File: config.mk
export PLATFORM = sky130hd
export DESIGN_NAME = idle_pwr_seq
export DESIGN_NICKNAME = d
export VERILOG_FILES = /design/src/rtl/idle_seq_pkg.sv /design/src/rtl/idle_wake_timer.sv /design/src/rtl/idle_l2_shrink.sv /design/src/rtl/idle_pkg_resolver.sv /design/src/rtl/idle_pwr_seq.sv
export SDC_FILE = /design/constraint.sdc
export NUM_CORES = 1
export LEC_CHECK = 0
export ABC_AREA = 1
export BUFFER_PORTS_ARGS = -buffer_cell sky130_fd_sc_hd__clkbuf_2
export CAP_MARGIN = 30
export CELL_PAD_IN_SITES_DETAIL_PLACEMENT = 0
export CELL_PAD_IN_SITES_GLOBAL_PLACEMENT = 2
export CORE_ASPECT_RATIO = 0.6
export CORE_UTILIZATION = 33
export DETAILED_ROUTE_END_ITERATION = 10
export PLACE_DENSITY_LB_ADDON = 0.1
export SYNTH_ARGS = -nofsm -noshare
export SYNTH_HDL_FRONTEND = slang
export SYNTH_SLANG_ARGS = --single-unit
File: constraint.sdc
create_clock -name clk -period 7.65 [get_ports clk]
set_clock_uncertainty 0.15 [all_clocks]
set_input_delay 0.765 -clock clk [delete_from_list [all_inputs] [get_ports clk]]
set_output_delay 0.765 -clock clk [all_outputs]
set_load 0.02 [all_outputs]
File: src/rtl/idle_seq_pkg.sv
package idle_seq_pkg;
   typedef enum logic [2:0] {
      CS_C0 = 3'd0, CS_C1 = 3'd1, CS_C2 = 3'd2, CS_C3 = 3'd3,
      CS_C4 = 3'd4, CS_C5 = 3'd5, CS_C6 = 3'd6
   } cstate_e;

   typedef struct packed {
      logic       halt;
      logic       clk_gate;
      logic       pll_gate;
      logic       snoop_off;
      logic       mem_block;
      logic       cache_inval;
      logic [1:0] vsel;
   } ctrl_t;

   function automatic int imax(input int a, input int b);
      return (a > b) ? a : b;
   endfunction

   // Each depth adds its actions on top of the shallower ones.
   function automatic ctrl_t depth_ctrl(input cstate_e s, input logic multi);
      ctrl_t c;
      c.halt        = (s >= CS_C1);
      c.clk_gate    = (s >= CS_C2);
      c.pll_gate    = (s >= CS_C3);
      c.snoop_off   = (s >= CS_C3);
      c.mem_block   = (s >= CS_C3) && !multi;
      c.cache_inval = (s >= CS_C3) && multi;
      if (s == CS_C6)      c.vsel = 2'd2;
      else if (s >= CS_C4) c.vsel = 2'd1;
      else                 c.vsel = 2'd0;
      return c;
   endfunction
endpackage

File: src/rtl/idle_wake_timer.sv
module idle_wake_timer #(
   parameter int CNT_W = 8
) (
   input  logic             clk,
   input  logic             rst_n,
   input  logic             start,
   input  logic [CNT_W-1:0] load,
   output logic             busy,
   output logic             done
);
   logic [CNT_W-1:0] cnt_q;

   always_ff @(posedge clk) begin
      if (!rst_n) begin
         busy  <= 1'b0;
         cnt_q <= '0;
      end else if (start) begin
         busy  <= 1'b1;
         cnt_q <= load - CNT_W'(1);
      end else if (busy) begin
         if (cnt_q == '0) busy  <= 1'b0;
         else             cnt_q <= cnt_q - CNT_W'(1);
      end
   end

   assign done = busy && (cnt_q == '0);


   timer_start_chk: assert property (@(posedge clk) disable iff (!rst_n)
      start |=> busy);

   timer_hold_chk: assert property (@(posedge clk) disable iff (!rst_n)
      (busy && cnt_q != '0) |=> busy);
endmodule

File: src/rtl/idle_l2_shrink.sv
module idle_l2_shrink #(
   parameter int WAYS = 16,
   parameter int DIV  = 100
) (
   input  logic                      clk,
   input  logic                      rst_n,
   input  logic                      en,
   input  logic                      restore,
   output logic [$clog2(WAYS+1)-1:0] ways,
   output logic                      zero
);
   localparam int WAY_W = $clog2(WAYS + 1);
   localparam int PRE_W = (DIV > 1) ? $clog2(DIV) : 1;

   logic tick;

   generate
      if (DIV == 1) begin : g_every
         assign tick = en;
      end else begin : g_prescale
         logic [PRE_W-1:0] pre_q;
         always_ff @(posedge clk) begin
            if (!rst_n || !en)              pre_q <= '0;
            else if (pre_q == PRE_W'(DIV-1)) pre_q <= '0;
            else                            pre_q <= pre_q + PRE_W'(1);
         end
         assign tick = en && (pre_q == PRE_W'(DIV-1));
      end
   endgenerate

   always_ff @(posedge clk) begin
      if (!rst_n || restore)          ways <= WAY_W'(WAYS);
      else if (tick && ways != '0)    ways <= ways - WAY_W'(1);
   end

   assign zero = (ways == '0);


   shrink_step_chk: assert property (@(posedge clk) disable iff (!rst_n)
      (en && !restore) |=> (ways == $past(ways) || ways == $past(ways) - WAY_W'(1)));

   shrink_hold_chk: assert property (@(posedge clk) disable iff (!rst_n)
      (!en && !restore) |=> $stable(ways));
endmodule

File: src/rtl/idle_pkg_resolver.sv
module idle_pkg_resolver #(
   parameter int NUM_PEERS = 3
) (
   input  logic [2:0]             own,
   input  logic [3*NUM_PEERS-1:0] peers,
   output logic [2:0]             pkg
);
   logic [2:0] run_min [NUM_PEERS+1];

   assign run_min[0] = own;

   generate
      for (genvar i = 0; i < NUM_PEERS; i++) begin : g_min
         logic [2:0] p;
         assign p            = peers[3*i +: 3];
         assign run_min[i+1] = (p < run_min[i]) ? p : run_min[i];
      end
   endgenerate

   assign pkg = run_min[NUM_PEERS];
endmodule

File: src/rtl/idle_pwr_seq.sv
module idle_pwr_seq
   import idle_seq_pkg::*;
#(
   parameter int NUM_PEERS  = 3,
   parameter int L2_WAYS    = 16,
   parameter int SHRINK_DIV = 100,
   parameter int LAT_C1     = 1,
   parameter int LAT_C2     = 10,
   parameter int LAT_C3     = 5000,
   parameter int LAT_C4     = 16000,
   parameter int LAT_C5     = 20000,
   parameter int LAT_C6     = 25000
) (
   input  logic                         clk,
   input  logic                         rst_n,
   input  logic                         req_valid,
   input  logic [2:0]                   req_state,
   input  logic                         wake,
   input  logic                         multi_proc,
   input  logic [3*NUM_PEERS-1:0]       peer_states,
   output logic [2:0]                   cur_state,
   output logic                         halt,
   output logic                         clk_gate,
   output logic                         pll_gate,
   output logic                         snoop_off,
   output logic                         mem_block,
   output logic                         cache_inval,
   output logic [1:0]                   vsel,
   output logic                         shrink_en,
   output logic [$clog2(L2_WAYS+1)-1:0] l2_ways,
   output logic                         waking,
   output logic                         ready,
   output logic                         ctx_lost,
   output logic [2:0]                   pkg_state
);
   localparam int LAT_MAX = imax(imax(imax(LAT_C1, LAT_C2), imax(LAT_C3, LAT_C4)),
                                 imax(LAT_C5, LAT_C6));
   localparam int CNT_W   = $clog2(LAT_MAX + 1);

   generate
      if (NUM_PEERS < 1 || L2_WAYS < 1 || SHRINK_DIV < 1) begin : g_bad_geom
         $error("idle_pwr_seq: NUM_PEERS, L2_WAYS and SHRINK_DIV must be at least 1");
      end
      if (LAT_C1 < 1 || LAT_C2 < 1 || LAT_C3 < 1 ||
          LAT_C4 < 1 || LAT_C5 < 1 || LAT_C6 < 1) begin : g_bad_lat
         $error("idle_pwr_seq: every wake latency must be at least one cycle");
      end
   endgenerate

   cstate_e          cur_q, tgt_q;
   logic             ready_q, ctx_q, from6_q;
   logic             busy, done, l2_zero;
   logic             accept, wake_go;
   logic [CNT_W-1:0] lat_sel;
   ctrl_t            ctrl;

   assign accept  = req_valid && !wake && (cur_q == CS_C0) && !busy && !ready_q &&
                    (req_state >= 3'd1) && (req_state <= 3'd6);
   assign wake_go = wake && (cur_q != CS_C0) && !busy;

   always_comb begin
      unique case (cur_q)
         CS_C2:   lat_sel = CNT_W'(LAT_C2);
         CS_C3:   lat_sel = CNT_W'(LAT_C3);
         CS_C4:   lat_sel = CNT_W'(LAT_C4);
         CS_C5:   lat_sel = CNT_W'(LAT_C5);
         CS_C6:   lat_sel = CNT_W'(LAT_C6);
         default: lat_sel = CNT_W'(LAT_C1);
      endcase
   end

   always_ff @(posedge clk) begin
      if (!rst_n) begin
         cur_q   <= CS_C0;
         tgt_q   <= CS_C0;
         ready_q <= 1'b0;
         ctx_q   <= 1'b0;
         from6_q <= 1'b0;
      end else begin
         ready_q <= 1'b0;
         ctx_q   <= 1'b0;
         if (done) begin
            cur_q   <= CS_C0;
            tgt_q   <= CS_C0;
            ready_q <= 1'b1;
            ctx_q   <= from6_q;
         end else if (wake_go) begin
            from6_q <= (cur_q == CS_C6);
         end else if (!busy) begin
            if (accept) begin
               cur_q <= CS_C1;
               tgt_q <= cstate_e'(req_state);
            end else if (cur_q != CS_C0 && cur_q < tgt_q) begin
               if (cur_q == CS_C4) begin
                  if (l2_zero) cur_q <= CS_C5;
               end else begin
                  cur_q <= cstate_e'(cur_q + 3'd1);
               end
            end
         end
      end
   end

   idle_wake_timer #(.CNT_W(CNT_W)) u_timer (
      .clk   (clk),
      .rst_n (rst_n),
      .start (wake_go),
      .load  (lat_sel),
      .busy  (busy),
      .done  (done)
   );

   assign shrink_en = (cur_q == CS_C4) && !busy && !wake;

   idle_l2_shrink #(.WAYS(L2_WAYS), .DIV(SHRINK_DIV)) u_shrink (
      .clk     (clk),
      .rst_n   (rst_n),
      .en      (shrink_en),
      .restore (done),
      .ways    (l2_ways),
      .zero    (l2_zero)
   );

   idle_pkg_resolver #(.NUM_PEERS(NUM_PEERS)) u_resolve (
      .own   (cur_q),
      .peers (peer_states),
      .pkg   (pkg_state)
   );

   assign ctrl        = depth_ctrl(cur_q, multi_proc);
   assign halt        = ctrl.halt;
   assign clk_gate    = ctrl.clk_gate;
   assign pll_gate    = ctrl.pll_gate;
   assign snoop_off   = ctrl.snoop_off;
   assign mem_block   = ctrl.mem_block;
   assign cache_inval = ctrl.cache_inval;
   assign vsel        = ctrl.vsel;
   assign cur_state   = cur_q;
   assign waking      = busy;
   assign ready       = ready_q;
   assign ctx_lost    = ctx_q;


   ready_pulse_chk: assert property (@(posedge clk) disable iff (!rst_n)
      ready |=> !ready);

   wake_prio_chk: assert property (@(posedge clk) disable iff (!rst_n)
      (wake && req_valid && cur_state == 3'd0 && !waking) |=> (cur_state == 3'd0));

   c5_gate_chk: assert property (@(posedge clk) disable iff (!rst_n)
      (cur_state == 3'd4 && l2_ways != '0) |=> (cur_state != 3'd5));

   pkg_min_chk: assert property (@(posedge clk) disable iff (!rst_n)
      pkg_state <= cur_state);

   ctx_with_ready_chk: assert property (@(posedge clk) disable iff (!rst_n)
      ctx_lost |-> ready);

   ready_after_wait_chk: assert property (@(posedge clk) disable iff (!rst_n)
      $rose(ready) |-> $past(waking));
endmodule

Word-level counts from Yosys, hierarchy flattened:

Cells that the tools add are included.

* logic and storage cells: 91
* flip-flop bits (word level): 37
* output and inout port bits: 23

* add/subtract/negate cells: 5
* $lt $le $gt $ge: 10
* mux-type cells: 17
* bitwise logic cells: 4
* reduce and logical (&&, ||, !) cells: 38
* equality and inequality tests: 8

Operators by type and width (count)
* one-hot mux 15 bit (5 select lines): 1
* 2-to-1 mux 15 bit: 3
* subtractor 15 x 1 -> 15 bit (second input constant): 2
* 2-to-1 mux 3 bit: 7
* logical AND 1 bit: 16
* zero test 15 bit: 1
* less-than comparator 3 bit: 4
* == test 3 bit (second input constant): 3
* adder 7 x 1 -> 7 bit (second input constant): 1
* == test 7 bit (second input constant): 1
* == test 3 x 2 -> 1 bit (second input constant): 2
* greater-or-equal comparator 3 x 1 -> 1 bit (second input constant): 2
* greater-or-equal comparator 3 x 2 -> 1 bit (second input constant): 2
* zero test 1 bit: 6
* AND reduction 2 bit: 3
* zero test 5 bit: 1
* 2-to-1 mux 1 bit: 5
* nonzero test 5 bit: 1
* subtractor 5 x 1 -> 5 bit (second input constant): 1
* NOT 1 bit: 4
* AND reduction 4 bit: 1
* nonzero test 2 bit: 2
* OR reduction 2 bit: 2
* adder 3 x 1 -> 3 bit (second input constant): 1
* 9 further kinds: 10

Longest topological paths before layout:

Gate-level depths: netlist of the first run.

* depth after elaboration: 9
* depth in mapped cells: 24

Hierarchy:

Synthesis of the first run repeated with hierarchy kept, for this count alone.

* cells, all modules: 461
* area total of the unflattened synthesis: 2867.8 um2

By module, submodules not included
* idle_wake_timer: times used 1, area an instance 1193.6 um2, cells an instance 211
* idle_pwr_seq: times used 1, area an instance 699.4 um2, cells an instance 112
* idle_l2_shrink: times used 1, area an instance 634.4 um2, cells an instance 83
* idle_pkg_resolver: times used 1, area an instance 340.3 um2, cells an instance 55

Worst setup path before layout of the first run:

No wires, ideal clock.

* kind: in2out
* start point: input port peer_states[2]
* end point: output port pkg_state[2]
* path buffers: 0
* slack: 3.805 ns
* stages: 17
* arrival time: 2.930 ns
* cells stage by stage: ha_1 -> a21oi_1 -> nand2_1 -> nand2_1 -> o21ai_0 -> ha_1 -> inv_1 -> nor2_1 -> nand2_1 -> nand2_1 -> nor2_1 -> a21oi_1 -> inv_1 -> ha_1 -> a21oi_1 -> nand2_1 -> o21ai_0

* longest elaborated chain between the ends: 6

RTL lines
* start, declared: line idle_pwr_seq.sv:20 `input logic [3*NUM_PEERS-1:0] peer_states,`
* less-than comparator 3 bit: line idle_pkg_resolver.sv:16 `assign run_min[i+1] = (p < run_min[i]) ? p : run_min[i];`
* 2-to-1 mux 3 bit (*): line idle_pkg_resolver.sv:16
* less-than comparator 3 bit: line idle_pkg_resolver.sv:16
* 2-to-1 mux 3 bit (*): line idle_pkg_resolver.sv:16
* less-than comparator 3 bit: line idle_pkg_resolver.sv:16
* 2-to-1 mux 3 bit (*): line idle_pkg_resolver.sv:16
* end, declared: line idle_pwr_seq.sv:34 `output logic [2:0] pkg_state`

Mark *: on every way between the ends. The rest lies on a longest branch, timed or not.

Final worst setup path of the first run:

* start point: register cur_q[2], in the netlist cur_state[2]
* end point: output port pkg_state[0]

* longest elaborated chain between the ends: 6

RTL lines
* start, declared: line idle_pwr_seq.sv:50 `cstate_e cur_q, tgt_q;`
* start signal, assigned: line idle_pwr_seq.sv:97 `cur_q <= cstate_e'(cur_q + 3'd1);`
* less-than comparator 3 bit: line idle_pkg_resolver.sv:16
* 2-to-1 mux 3 bit (*): line idle_pkg_resolver.sv:16
* less-than comparator 3 bit: line idle_pkg_resolver.sv:16
* 2-to-1 mux 3 bit (*): line idle_pkg_resolver.sv:16
* less-than comparator 3 bit: line idle_pkg_resolver.sv:16
* 2-to-1 mux 3 bit (*): line idle_pkg_resolver.sv:16

Marked as above.

==> qor.yml, run 1 <==
post_drt_wl_per_cell_microns: 12.6
yosysTopAreaCell: "dfxtp_1"
synthCells: 421
worst-setup-path-type: "reg -> out"
critPathArrivalTime_ns: 3.58
slew_violations: 0
period_needed_ns: 4.49
tightest_slew_ns: 0.747
netlist_area_sq_mm: 0.00262
cts_sinks: 37
synth_area_leaders: "dfxtp_1, nand2_1, inv_1"
hold_violations: 0
leakage_nw: 1.61
mostFrequentLayoutCell: "nand2_1"
ys_ff_latch: 37
critPathLaunchType: "flip-flop"
start_util_pct: 35.0
setup_viol: 0
dieArea_sq_mm: 0.00830
most-common-layout-cells: "nand2_1, inv_1, nor2_1, clkbuf_2, nand3_1"
seq_area_frac_synth_pct: 28.3
grt_max_degree: 27
clockBufferDepth: 2
firstDrtPassIters: 5
die_w_microns: 117
cts_tree: "built"
post-cts-setup-buffers: 0
cp-end-kind: "primary output"
seqCellArea_sq_um: 741
cts_buffers: 5
num-fill-cells: 829
rows: 24
dr.first_iter.drc_count: 220
yosysUniqueCellTypes: 32
hp-class: "reg -> reg"
worstSkewPairLatency_ns: 0.29
placed_area_sq_mm: 0.00290
rsz0062_at_grt: "false"
finalInstanceArea_sq_mm: 0.00304
syn_nets: 457
core_sq_mm: 0.00748
required_ns: 6.73
clockRootBuffer: "clkbuf_16"
syn_avg_cell_area_sq_um: 6.21
dp_hpwl_mm: 5.67
antennaDiodeCount: 0
antenna_found_initial: 0
yosys_warnings: 0
multiInputGateArea_sq_mm: 0.00156
post-route-drc-count: 0
clkSlewWorstSetupHoldPaths_ns: 0.06
ir_drop_v: 0.000117
synth_ff_type: "dfxtp_1"
synth_top_area_share_pct: 28.3
grt_pass1_vias: 2342
via_per_inst: 4.72
timing.fmax_mhz: 223
grt_overflow_total: 0
p_per_area_mw_per_mm2: 229
status: "complete, no violations"
numPortBuffers: 39
async_reset_ff_share_pct: 0
fin_crit_sh_pct: 58.7
drt_wl_total_mm: 7.12
relSlewSlack_pct: 49.9
vias: 2669
drive_above_1_share_pct: 13.9
dieHeight_microns: 71.0
ant_nets: 0
htreeDepth: 2
place_congestion: 0.823
synth_enable_flop_cells: 0
crit_fanout: 11
pin_count: 40
cap_viol_max_count: 0
nets: 497
areaGrowthSynthToFinish_pct: 16.3
fin_tns_setup_ns: 0
cts_hold_buffers: 0
ctsResizeCount: 0
grt_usage_pct: 18.4
grt_pass1_wl_mm: 11.6
-- synth_stat cells (2+ instances only) --
| cell | number |
|---|---|
| a21oi_1 | 26 |
| buf_2 | 2 |
| buf_6 | 2 |
| clkinv_1 | 2 |
| dfxtp_1 | 37 |
| ha_1 | 19 |
| inv_1 | 64 |
| inv_2 | 3 |
| nand2_1 | 113 |
| nand2_2 | 3 |
| nand3_1 | 38 |
| nand3_4 | 2 |
| nand4_1 | 3 |
| nor2_1 | 55 |
| nor2_2 | 4 |
| nor3_1 | 5 |
| nor3b_1 | 2 |
| nor4_1 | 4 |
| o21ai_0 | 20 |
| o21ai_1 | 2 |
| or2_2 | 2 |
| xor2_1 | 3 |
-- worst max-delay path, stage by stage, from the launching register on --
cell      delay [ns]
dfxtp_1         0.65
inv_6           0.09
ha_1            0.31
a21oi_1         0.22
nand2_1         0.11
o21ai_0         0.26
ha_1            0.29
inv_1           0.05
nor2_1          0.03
nand2_1         0.08
nand2_1         0.09
a21oi_1         0.18
inv_1           0.06
ha_1            0.18
a21oi_1         0.31
nand2_1         0.13
nand2_1         0.07
nand2_1         0.04
clkbuf_2        0.15
-- logic make-up after synthesis --
family | synth area share [%]
and+or+nand+nor | 39.6
AOI/OAI and AO/OA | 9.76
buffers and inverters | 11.9
xor gates and xnor gates | 1.34
adders and majority gates | 9.09
DFF | 28.3
-- layer usage --
metal	routed length (microns)	share of wire [%]	vias up	track usage [%]
met5	0	0	-	0
met1	4110	58	1164	29.9
li1	-	-	1406	-
met3	573	8.0	8	4.88
met4	76	1.1	0	5.34
met2	2360	33	91	22.5
-- area by class of cell --
| cell class | count | share of cell area, % |
|---|---|---|
| clock buffer | 6 | 4.24 |
| timing repair buffer | 39 | 6.42 |
| inverter | 70 | 8.80 |
| clock inverter | 2 | 0.494 |
| sequential | 37 | 24.4 |
| tap | 104 | 4.28 |
| multi-input combinational | 308 | 51.4 |
-- final timing paths --
check	from	end	slack, ns	cells after the start
max	cur_state[2]	pkg_state[0]	3.16	18
min	u_shrink.g_prescale.pre_q[0]	u_shrink.g_prescale.pre_q[0]	0.30	1
min reg2reg	u_shrink.g_prescale.pre_q[0]	u_shrink.g_prescale.pre_q[0]	0.30	1
max reg2reg	cur_state[1]	u_timer.cnt_q[10]	4.73	16
-- report_power, final --
group | internal, mW | leakage, nW | total [mW] | switching, mW
clock network | 0.121 | 0.0631 | 0.206 | 0.0856
logic | 0.0838 | 1.24 | 0.265 | 0.181
registers | 0.210 | 0.301 | 0.226 | 0.0157
-- flip-flops by register name, summed over array words and instances (netlist names) --
signal / cells
from6_q: 1
u_timer.cnt_q: 15
u_shrink.ways: 5
ready: 1
u_shrink.g_prescale.pre_q: 7
u_timer.busy: 1
tgt_q: 3
cur_state: 3
ctx_lost: 1
-- per-stage QoR --
| stage | cells | setup WS [ns] | power, mW | utilization (%) | hold WS, ns |
|---|---|---|---|---|---|
| final | 566 | 3.16 | 0.697 | 40.7 | 0.299 |
| after global routing | 566 | 2.69 | 0.743 | 40.7 | 0.325 |
| after CTS | 566 | 3.21 | 0.695 | 40.7 | 0.306 |
| after detailed placement | 558 | 3.40 | 0.487 | 38.8 | 0.298 |
| after global placement | 558 | 3.47 | 0.488 | 38.8 | 0.284 |
| after floorplan | 421 | 3.81 | 0.418 | - | 0.268 |
Power figures use the tool's default switching activity.
==> run 2, diff against run 1 <==
Settings changed: CORE_UTILIZATION 33 to 30.
Clock period 7.65 ns to 4.6 ns, I/O delays scaled along.
==> qor.yml, run 2 (same netlist as run 1, synthesis figures left out) <==
vias: 2656  # -0.49%
numPortBuffers: 39  # unchanged
rows: 25  # +4.2%
dr.first_iter.drc_count: 158  # -28%
p_seq_share_pct: 32.3  # about the same
period_needed_ns: 3.99
grt_pass1_vias: 2333  # -0.38%
ir_drop_v: 0.000148  # +27%
num-fill-cells: 896  # +8.1%
largest_register_ffs: 15  # unchanged
rsz0062_at_grt: "false"
post_drt_wl_per_cell_microns: 12.6  # +0.38%
p_comb_share_pct: 37.2  # -0.8 points
cts_sinks: 37  # unchanged
p_clk_share_pct: 30.4  # +0.8 points
dieHeight_microns: 74.3  # +4.7%
largestRegisters: "u_timer.cnt_q x15, u_shrink.g_prescale.pre_q x7, u_shrink.ways x5"
areaGrowthSynthToFinish_pct: 16.8
core_sq_mm: 0.00816  # +9.2%
switching_share_pct: 40.3  # -0.19 points
p_switching_mw: 0.466  # +65%
regMostFlops: "u_timer.cnt_q"
start_util_pct: 32.0  # -2.9 points
relSlewSlack_pct: 52.5  # +2.6 points
tightest_slew_ns: 0.708  # -0.0389 ns
critPathLaunchType: "flip-flop"
slew_violations: 0  # unchanged
antenna_found_initial: 0  # unchanged
firstDrtPassIters: 5  # unchanged
cts_buffers: 5  # unchanged
clockRootBuffer: "clkbuf_16"
pin_count: 40  # unchanged
die_w_microns: 123  # +4.8%
grt_usage_pct: 17.8  # -0.58 points
worstSkewPairLatency_ns: 0.29  # about the same
worst-setup-path-type: "reg -> out"
internal_power_mw: 0.691  # +67%
timing.fmax_mhz: 251
cap_viol_max_count: 0  # unchanged
fin_crit_sh_pct: 86.7
p_per_area_mw_per_mm2: 378  # +65%
stdcell_count: 571  # +0.88%
crit_fanout: 8  # -3
ctsResizeCount: 0  # unchanged
status: "complete, no violations"
post-cts-setup-buffers: 0  # unchanged
clkSlewWorstSetupHoldPaths_ns: 0.06  # about the same
cts_hold_buffers: 0  # unchanged
via_per_inst: 4.65  # -1.4%
fin_tns_setup_ns: 0  # unchanged
htreeDepth: 2  # unchanged
cts_tree: "built"
nets: 498  # +0.20%
grt_max_degree: 27  # unchanged
most-common-layout-cells: "nand2_1, inv_1, nor2_1, clkbuf_2, nand3_1"
leakage_nw: 1.62  # +0.78%
total_power_mw: 1.16  # +66%
clockBufferDepth: 2  # unchanged
mostFrequentLayoutCell: "nand2_1"
antennaDiodeCount: 0  # unchanged
critPathArrivalTime_ns: 3.38  # -0.20 ns
cp-end-kind: "primary output"
grt_overflow_total: 0  # unchanged
dieArea_sq_mm: 0.00911  # +9.8%
place_congestion: 0.787  # -4.3%
ant_nets: 0  # unchanged
hold_violations: 0  # unchanged
drt_wl_total_mm: 7.21  # +1.3%
grt_pass1_wl_mm: 12.2  # +4.9%
drive_above_1_share_pct: 14.3  # +0.40 points
dp_hpwl_mm: 5.74  # +1.2%
hp-class: "reg -> reg"
setup_viol: 0  # unchanged
utilization_pct: 37.4  # -3.2 points
dp.cells: 563  # +0.90%
required_ns: 3.99  # -2.74 ns
post-route-drc-count: 0  # unchanged
run 2: cell count changes in the layout (fill, tap and decap cells not counted), sizes merged:
cell      before  now
inv           68   69
clkinv         2    3
clkbuf        45   44
clkinvlp       2    1
buf            0    1
run 2: worst max-delay path, cell delays in order (launching register included):
cell	delay (ns)
dfxtp_1	0.48
inv_2	0.13
ha_1	0.29
nand2_1	0.07
inv_1	0.03
nand2_1	0.07
nand2_1	0.08
nand2_1	0.06
o21ai_0	0.12
ha_1	0.30
inv_1	0.03
nor2_1	0.08
nand2_1	0.08
nand2_1	0.10
nor2_1	0.05
a21oi_1	0.18
inv_1	0.07
ha_1	0.18
a21oi_1	0.31
nand2_1	0.12
nand2_1	0.07
nand2_1	0.05
clkbuf_2	0.15
run 2: path summary, 6_finish.rpt:
check | endpoint | slack, ns | cells past startpoint | start
setup / recovery | pkg_state[0] | 0.61 | 22 | cur_state[1]
hold / removal | u_shrink.g_prescale.pre_q[0] | 0.30 | 1 | u_shrink.g_prescale.pre_q[0]
setup reg to reg | u_timer.cnt_q[10] | 1.67 | 16 | cur_state[0]
hold reg to reg | u_shrink.g_prescale.pre_q[0] | 0.30 | 1 | u_shrink.g_prescale.pre_q[0]
run 2: routing by layer:
| layer | wire length [microns] | vias up | global-route usage (%) | share of wire [%] |
|---|---|---|---|---|
| met5 | 0 | - | 0 | 0 |
| met4 | 76 | 0 | 5.69 | 1.1 |
| met3 | 504 | 7 | 4.52 | 7.0 |
| met1 | 4110 | 1171 | 27.9 | 57 |
| li1 | - | 1411 | - | - |
| met2 | 2520 | 67 | 22.8 | 35 |
run 2: final cells by class:
class                           count  area [sq um]  area share (%)
Tap cell                          108           135            4.42
Clock inverter                      3          21.3           0.696
Timing Repair Buffer               40           203            6.63
Clock buffer                        5           125            4.09
Sequential cell                    37           741            24.2
Multi-Input combinational cell    308          1560            51.2
Inverter                           70           268            8.76
run 2: power groups by stage:
stage	registers [mW]	clock network, mW	logic, mW
after floorplan	0.376	0	0.320
after global placement	0.380	0	0.432
after detailed placement	0.381	0	0.424
after CTS	0.373	0.365	0.426
after global routing	0.378	0.380	0.495
final	0.374	0.352	0.431
run 2: per-stage QoR:
stage | area (sq um) | setup slack (ns) | hold WS (ns)
after floorplan | 2620 | 1.13 | 0.268
after global placement | 2910 | 1.01 | 0.285
after detailed placement | 2910 | 0.908 | 0.293
after CTS | 3060 | 0.591 | 0.304
after global routing | 3060 | 0.143 | 0.335
final | 3060 | 0.611 | 0.299
==> run 3, diff against run 2 <==
Settings changed: CELL_PAD_IN_SITES_DETAIL_PLACEMENT 0 to unset, CELL_PAD_IN_SITES_GLOBAL_PLACEMENT 2 to unset, CORE_UTILIZATION 30 to 45, PLACE_DENSITY set to 0.66, PLACE_DENSITY_LB_ADDON 0.1 to unset.
==> qor.yml, run 3 (same netlist as run 1, synthesis figures left out) <==
critPathLaunchType: "flip-flop"
total_power_mw: 1.01  # -12%
hold_violations: 0  # unchanged
dr.first_iter.drc_count: 134  # -15%
relSlewSlack_pct: 53.9  # +1.4 points
fin_crit_sh_pct: 90.3  # +3.5 points
status: "finished, violations left"
grt_usage_pct: 20.8  # +2.9 points
setup_viol: 0  # unchanged
clkSlewWorstSetupHoldPaths_ns: 0.08  # +0.02 ns
cts_tree: "built"
largest_register_ffs: 15  # unchanged
dp.cells: 534  # -5.2%
vias: 2636  # -0.75%
hp-class: "reg -> reg"
finalInstanceArea_sq_mm: 0.00296  # -3.3%
post-route-drc-count: 2  # +2
ctsResizeCount: 0  # unchanged
grt_pass1_wl_mm: 9.98  # -18%
firstDrtPassIters: 7  # +2
dieArea_sq_mm: 0.00613  # -33%
grt_overflow_total: 0  # unchanged
drt-met1-wl_mm: 3.22  # -22%
areaGrowthSynthToFinish_pct: 13.0
holdPathStages: 1  # unchanged
dieHeight_microns: 61.1  # -18%
drive_above_1_share_pct: 13.9  # -0.40 points
clockBufferDepth: 2  # unchanged
rows: 21  # -16%
htreeDepth: 2  # unchanged
ir_drop_v: 0.000133  # -10%
wl_met3_microns: 415  # -18%
critPathArrivalTime_ns: 3.54  # +0.16 ns
start_util_pct: 46.7  # +15 points
utilization_pct: 52.8  # +15 points
post-cts-setup-buffers: 0  # unchanged
post_drt_wl_per_cell_microns: 11.0  # -13%
r2r_slack_ns: 1.76  # +0.09 ns
cts_buffers: 5  # unchanged
reg2reg_from: "cur_state[1]"
rsz0062_at_grt: "false"
pin_count: 40  # unchanged
min_to: "u_shrink.g_prescale.pre_q[0]"
die_w_microns: 100  # -18%
dr_wl_met2_mm: 2.27  # -9.8%
worst-setup-path-type: "reg -> out"
timing.fmax_mhz: 241  # -3.9%
leakage_nw: 1.58  # -2.4%
ant_nets: 0  # unchanged
grt_pass1_vias: 2188  # -6.2%
violations: "DRC"
hp-start: "u_shrink.g_prescale.pre_q[0]"
most-common-layout-cells: "nand2_1, inv_1, nor2_1, clkbuf_2, nand3_1"
dp_hpwl_mm: 4.75  # -17%
place_congestion: 0.912  # +16%
clockRootBuffer: "clkbuf_8"
via_per_inst: 4.86  # +4.6%
slew_violations: 0  # unchanged
cts_sinks: 37  # unchanged
cap_viol_max_count: 0  # unchanged
stdcell_count: 542  # -5.1%
cp-end-kind: "primary output"
grt_max_degree: 27  # unchanged
worstSkewPairLatency_ns: 0.28  # about the same
p_per_area_mw_per_mm2: 343  # -9.3%
reg2regPathDepth: 16  # unchanged
crit_fanout: 11  # +3
nets: 497  # -0.20%
period_needed_ns: 4.15  # +0.162 ns
drt_wl_total_mm: 5.95  # -18%
cts_hold_buffers: 0  # unchanged
required_ns: 3.99  # about the same
numPortBuffers: 39  # unchanged
antennaDiodeCount: 0  # unchanged
tightest_slew_ns: 0.687  # -0.0215 ns
fin_tns_setup_ns: 0  # unchanged
regMostFlops: "u_timer.cnt_q"
largestRegisters: "u_timer.cnt_q x15, u_shrink.g_prescale.pre_q x7, u_shrink.ways x5"
highest_layer: "met4"
mostFrequentLayoutCell: "nand2_1"
core_sq_mm: 0.00560  # -31%
antenna_found_initial: 0  # unchanged
r2r_end: "u_timer.cnt_q[10]"
placed_area_sq_mm: 0.00287  # -1.5%
run 3: area by class of cell:
type / instances / area, sq um
Clock buffer: 6 / 72.6
Clock inverter: 2 / 15.0
Fill cell: 596 / 2640
Inverter: 70 / 268
Multi-Input combinational cell: 308 / 1560
Sequential cell: 37 / 741
Tap cell: 80 / 100
Timing Repair Buffer: 39 / 195
run 3: worst max-delay path by stage:
stage                 start      endpoint  slack (ns)  cells after the start
3_3_place_gp   cur_state[2]  pkg_state[1]        0.92                     20
6_report       cur_state[2]  pkg_state[1]        0.45                     20
2_1_floorplan  cur_state[2]  pkg_state[2]        1.13                     19
5_1_grt        cur_state[2]  pkg_state[1]        0.07                     20
3_5_place_dp   cur_state[2]  pkg_state[1]        0.79                     20
4_1_cts        cur_state[2]  pkg_state[1]        0.45                     20
run 3: report_power, final:
group	internal (mW)	switching (mW)	total, mW
Sequential	0.349	0.0237	0.373
Combinational	0.139	0.276	0.415
Clock	0.107	0.120	0.227
run 3: per-layer routing:
| layer | vias to the layer above | GRT usage, % |
|---|---|---|
| li1 | 1414 | - |
| met1 | 1131 | 30.8 |
| met2 | 85 | 30.5 |
| met3 | 6 | 4.99 |
| met4 | 0 | 4.97 |
| met5 | - | 0 |
run 3: critical path: stages (launching register included):
cell	delay, ns
dfxtp_1	0.66
inv_6	0.09
ha_1	0.31
a21oi_1	0.20
nand2_1	0.11
nand2_1	0.07
o21ai_0	0.11
ha_1	0.29
inv_1	0.03
nor2_1	0.08
nand2_1	0.08
nand2_1	0.10
nor2_1	0.05
a21oi_1	0.17
inv_1	0.07
ha_1	0.18
a21oi_1	0.28
nand2_1	0.12
nand2_1	0.07
nand2_1	0.04
clkbuf_2	0.14
run 3: through the flow:
stage	setup WS [ns]	hold slack (ns)
floorplan	1.13	0.268
global placement	0.923	0.283
detailed placement	0.790	0.295
CTS	0.451	0.308
global route	0.0669	0.320
finish	0.448	0.302
